$ cat src/rtl/pkb_pkg.sv
`timescale 1ns/1ps
package pkb_pkg;

  parameter int DATA_W  = 32;
  parameter int FIELD_W = 16;
  parameter int KEY_W   = DATA_W - FIELD_W;
  parameter int NUM_REG = 3;

  localparam logic [KEY_W-1:0] UNLOCK_KEY = 16'h5634;

  // Writable bits of clock-enable register i
  function automatic logic [FIELD_W-1:0] clk_wmask(input int i);
    case (i)
      0:       return 16'h1111;
      1:       return 16'h0135;
      2:       return 16'h0157;
      default: return '0;
    endcase
  endfunction

  // Writable bits of soft-reset register i
  function automatic logic [FIELD_W-1:0] rst_wmask(input int i);
    case (i)
      0:       return 16'h1111;
      1:       return 16'h0135;
      2:       return 16'h0140;
      default: return '0;
    endcase
  endfunction

  // Value of soft-reset register i after reset
  function automatic logic [FIELD_W-1:0] rst_init(input int i);
    case (i)
      1:       return 16'h0005;
      default: return '0;
    endcase
  endfunction

  function automatic logic key_ok(input logic [DATA_W-1:0] d);
    return d[DATA_W-1:FIELD_W] == UNLOCK_KEY;
  endfunction

  function automatic logic [FIELD_W-1:0] merge_bits(
      input logic [FIELD_W-1:0] old_v,
      input logic [FIELD_W-1:0] new_v,
      input logic [FIELD_W-1:0] mask);
    return (old_v & ~mask) | (new_v & mask);
  endfunction

endpackage

$ cat src/rtl/pkb_addr_dec.sv
`timescale 1ns/1ps
module pkb_addr_dec #(
  parameter int ADDR_W   = 12,
  parameter int NREG     = 3,
  parameter int CLK_BASE = 'h00,
  parameter int RST_BASE = 'h20,
  parameter int LOCK_OFS = 'h30
) (
  input  logic [ADDR_W-1:0] addr,
  output logic [NREG-1:0]   clk_hit,
  output logic [NREG-1:0]   rst_hit,
  output logic              lock_hit,
  output logic              any_hit
);
  localparam int STRIDE = 4;

  for (genvar i = 0; i < NREG; i++) begin : g_dec
    localparam logic [ADDR_W-1:0] CLK_A = ADDR_W'(CLK_BASE + STRIDE * i);
    localparam logic [ADDR_W-1:0] RST_A = ADDR_W'(RST_BASE + STRIDE * i);
    assign clk_hit[i] = (addr == CLK_A);
    assign rst_hit[i] = (addr == RST_A);
  end

  assign lock_hit = (addr == ADDR_W'(LOCK_OFS));
  assign any_hit  = (|clk_hit) | (|rst_hit) | lock_hit;
endmodule

$ cat src/rtl/pkb_keyreg.sv
`timescale 1ns/1ps
module pkb_keyreg #(
  parameter int              FW   = 16,
  parameter logic [FW-1:0]   MASK = '1,
  parameter logic [FW-1:0]   INIT = '0
) (
  input  logic          clk,
  input  logic          rst_n,
  input  logic          wr_stb,
  input  logic [FW-1:0] wdata,
  output logic [FW-1:0] q
);
  localparam logic [FW-1:0] INIT_M = INIT & MASK;

  always_ff @(posedge clk) begin
    if (!rst_n)      q <= INIT_M;
    else if (wr_stb) q <= (q & ~MASK) | (wdata & MASK);
  end
endmodule

$ cat src/rtl/pkb_lock.sv
`timescale 1ns/1ps
module pkb_lock (
  input  logic clk,
  input  logic rst_n,
  input  logic set_req,
  output logic locked
);
  always_ff @(posedge clk) begin
    if (!rst_n)       locked <= 1'b0;
    else if (set_req) locked <= 1'b1;
  end
endmodule

$ cat src/rtl/pclk_rst_keybank.sv
`timescale 1ns/1ps
module pclk_rst_keybank
  import pkb_pkg::*;
#(
  parameter int ADDR_W   = 12,
  parameter int NREG     = NUM_REG,
  parameter int CLK_BASE = 'h00,
  parameter int RST_BASE = 'h20,
  parameter int LOCK_OFS = 'h30
) (
  input  logic                    clk,
  input  logic                    rst_n,
  input  logic [ADDR_W-1:0]       reg_addr,
  input  logic                    reg_wr_en,
  input  logic [DATA_W-1:0]       reg_wdata,
  output logic [DATA_W-1:0]       reg_rdata,
  output logic [NREG*FIELD_W-1:0] clk_en_o,
  output logic [NREG*FIELD_W-1:0] rst_assert_o,
  output logic                    ext_cfg_wr_block
);
  localparam int FW = FIELD_W;

  logic [NREG-1:0] clk_hit, rst_hit;
  logic            lock_hit, any_hit;
  logic            key_match, wr_accept, lock_set;
  logic [FW-1:0]   clk_q [NREG];
  logic [FW-1:0]   rst_q [NREG];
  logic            locked;

  pkb_addr_dec #(
    .ADDR_W(ADDR_W), .NREG(NREG),
    .CLK_BASE(CLK_BASE), .RST_BASE(RST_BASE), .LOCK_OFS(LOCK_OFS)
  ) u_dec (
    .addr(reg_addr), .clk_hit(clk_hit), .rst_hit(rst_hit),
    .lock_hit(lock_hit), .any_hit(any_hit)
  );

  assign key_match = key_ok(reg_wdata);
  assign wr_accept = reg_wr_en & key_match;
  assign lock_set  = reg_wr_en & lock_hit & reg_wdata[0];

  for (genvar i = 0; i < NREG; i++) begin : g_reg
    pkb_keyreg #(.FW(FW), .MASK(clk_wmask(i)), .INIT('0)) u_clk (
      .clk(clk), .rst_n(rst_n), .wr_stb(wr_accept & clk_hit[i]),
      .wdata(reg_wdata[FW-1:0]), .q(clk_q[i])
    );
    pkb_keyreg #(.FW(FW), .MASK(rst_wmask(i)), .INIT(rst_init(i))) u_rst (
      .clk(clk), .rst_n(rst_n), .wr_stb(wr_accept & rst_hit[i]),
      .wdata(reg_wdata[FW-1:0]), .q(rst_q[i])
    );
    assign clk_en_o[i*FW +: FW]     = clk_q[i];
    assign rst_assert_o[i*FW +: FW] = rst_q[i];
  end

  pkb_lock u_lock (
    .clk(clk), .rst_n(rst_n), .set_req(lock_set), .locked(locked)
  );
  assign ext_cfg_wr_block = locked;

  // Combinational read; key half never driven
  always_comb begin
    reg_rdata = '0;
    for (int i = 0; i < NREG; i++) begin
      if (clk_hit[i]) reg_rdata[FW-1:0] = clk_q[i];
      if (rst_hit[i]) reg_rdata[FW-1:0] = rst_q[i];
    end
    if (lock_hit) reg_rdata[0] = locked;
  end
endmodule

$ cat config.mk
export PLATFORM = sky130hd
export DESIGN_NAME = pclk_rst_keybank
export DESIGN_NICKNAME = d
export VERILOG_FILES = /design/src/rtl/pkb_pkg.sv /design/src/rtl/pkb_addr_dec.sv /design/src/rtl/pkb_keyreg.sv /design/src/rtl/pkb_lock.sv /design/src/rtl/pclk_rst_keybank.sv
export SDC_FILE = /design/constraint.sdc
export NUM_CORES = 1
export LEC_CHECK = 0
export ABC_AREA = 1
export BUFFER_PORTS_ARGS = -buffer_cell sky130_fd_sc_hd__clkbuf_2
export CAP_MARGIN = 20
export CORE_ASPECT_RATIO = 1.5
export CORE_MARGIN = 2
export CORE_UTILIZATION = 40
export DETAILED_ROUTE_END_ITERATION = 12
export HOLD_SLACK_MARGIN = 0.15
export PLACE_DENSITY = 0.77
export SYNTH_ARGS = -nofsm -noshare
export SYNTH_HDL_FRONTEND = slang
export SYNTH_HIERARCHICAL = 1
export SYNTH_SLANG_ARGS = --single-unit
$ cat constraint.sdc
create_clock -name clk -period 1.89 [get_ports clk]
set_input_delay 0.2835 -clock clk [delete_from_list [all_inputs] [get_ports clk]]
set_output_delay 0.2835 -clock clk [all_outputs]
set_load 0.01 [all_outputs]
==> metrics.csv <==
stage;metric;value;unit
outcome;status;finished, violations left;
outcome;violations;negative setup slack;
route;drc;0;
final_layout;syn_to_final_growth;13.60;%
route;via_per_inst;4.400;
sta;tightestPinTransition;0.5692;ns
floorplanning;start_util;41.13;%
route;drt_iter0_drc;99;
cts;cts_tree;built;
grt;overflow;0;
cts;clk_path_buf_depth;2;
final_layout;layoutNonFillerInstCount;692;
worst_setup_path;path_cells;buf_6, nor2_4, and2_4, nand4_4, nor2_2, buf_6, buf_12, a21oi_1, nand2_1, o211ai_1, nand2_1, nand2_1, nand2_1, buf_2;
route;final_antenna_net_count;0;
final_layout;layout_commonest_cell;nand2_1;
worst_setup_path;slowest_stage;and2_4;
cts;cts_root_buf;clkbuf_8;
pwr;p_per_area;335.8;nW/um^2
pwr;irDropWorstVdd;0.2404;mV
grt;grt_max_degree;28;
final_layout;drive_gt1_share;23.82;%
grt;use_met2;37.82;%
sta;finalSetupViolCount;16;
grt;top_usage_layer;met2;
sta;hold_violations;0;
cts;hold_buffers;0;
floorplanning;die_area;8099;sq um
pwr;finalPower;1.127;mW
yosys;yosys_warnings;6;
floorplanning;core;7179;sq um
worst_setup_path;crit_family;simple AND/OR/NAND/NOR gates;
worst_setup_path;worstPathArrival;1.73;ns
grt;use_met3;2.311;%
route;post_drt_wl_per_cell;11.58;um
sta;layout_min_cycle_time;2.015;ns
worst_hold_path;hold_path.class;in2reg;
worst_setup_path;slowest_delay;0.17;ns
placed_design;gp_congestion;0.8221;
worst_setup_path;critPathCaptureType;output pin;
cts;clock_latency;0.28;ns
sta;setup_ws;-0.1250;ns
final_layout;fillers;747;
placed_design;port_buffers;81;
sta;period_share;106.6;%
sta;whs;0.2684;ns
cts;htreeDepth;1;
floorplanning;fp-row-count;38;
sta;fmax;496.3;MHz
route;wl;8010;um
route;firstDrtPassIters;4;
grt;grt_pass1_wl;11620;um
cts;cts.sinks;27;
placed_design;dp.cells;687;
pwr;p_leak;1.977;nW
worst_setup_path;cpMostUsedCell;nand2_1;
sta;max_slew_margin;62.05;%
worst_setup_path;regToRegSetupSlack;1.28;ns
cts;numCtsBuffers;3;
floorplanning;ios;176;
worst_setup_path;crit_type;in2out;
final_layout;diodes;0;
sta;final_max_slew_viol_count;0;
grt;grt.met1_usage;17.65;%
floorplanning;die_h;109.2;um
grt;grtUsageTotal;18.79;%
yosys;syn_avg_cell_area;5.847;sq um
sta;rsz0062_at_grt;yes;
grt;grt_pass1_vias;2667;
worst_setup_path;start_kind;primary input;
final_layout;final_cell_mix;nand2_1, nor2_1, conb_1, clkbuf_2, inv_1;
placed_design;dpl_cell_area;3216;sq um
route;num_vias;3045;
placed_design;dpl.hpwl;6556;um
sta;fin_skew;0;ns
grt;antenna_found_initial;0;
worst_setup_path;crit_buf_inv;4;
yosys;synth_area;2953;sq um
cts;path_clk_slew;0.09;ns
worst_setup_path;critPathRequiredTime;1.61;ns
final_layout;fin_area;3354;sq um
floorplanning;die_width;74.15;um
final_layout;finalNetCount;640;
flow_run;cap_violations;0;
yosys;syn_inst;505;
worst_setup_path;cp_max_fo;8;
## layout make-up
class | count | area (sq um) | share of cell area, %
Clock buffer | 4 | 45.04 | 1.343
Multi-Input combinational cell | 408 | 1772 | 52.82
Tap cell | 100 | 125.1 | 3.730
Inverter | 43 | 163.9 | 4.886
Timing Repair Buffer | 110 | 708.2 | 21.11
Sequential cell | 27 | 540.5 | 16.11
## metrics by stage
step / setup slack [ns] / utilization (%) / setup TNS [ns]
global placement: -0.08407 / 44.79 / -0.9307
CTS: -0.1045 / 45.57 / -1.365
detailed placement: -0.1194 / 44.79 / -1.470
floorplan: 0.1949 / - / 0
global route: -0.2403 / 46.72 / -3.096
finish: -0.1250 / 46.72 / -1.211
## flip-flops by register name, indices dropped and copies added (netlist names)
signal	count
u_lock/locked	1
g.u_clk/q	15
g.u_rst/q	11
## power breakdown
group          total, mW  switching [mW]  internal, mW
Clock              0.334           0.183         0.152
Sequential         0.568      0.00000167         0.568
Combinational      0.224           0.166        0.0584
## routing by layer
metal,share of wire (%),vias to the layer above
met5,0,-
met4,2.9,0
met3,6.6,15
met2,56,135
met1,35,1346
li1,-,1549
## worst min-delay path: stages
cell and delay [ns]:
clkbuf_2 0.11, nand2_1 0.06, nand3_1 0.07
## worst paths after layout
path	start	to	cells after the start
setup reg to reg	g_reg[1].u_rst/q[0]	g_reg[1].u_rst/q[0]	2
hold reg to reg	g_reg[2].u_clk/q[4]	g_reg[2].u_clk/q[4]	2
hold / removal	reg_wdata[2]	g_reg[1].u_rst/q[2]	3
setup / recovery	reg_addr[8]	reg_rdata[1]	14
## what timing repair did
action | 4_1_cts | 5_1_grt
setup buffers | 0 | 0
setup endpoints to repair | 16 | 16
gates cloned | 0 | 1
resized for setup | 3 | 33
hold endpoints to repair | 0 | 0
pin swaps | 6 | 37
Power figures use the tool's default switching activity.
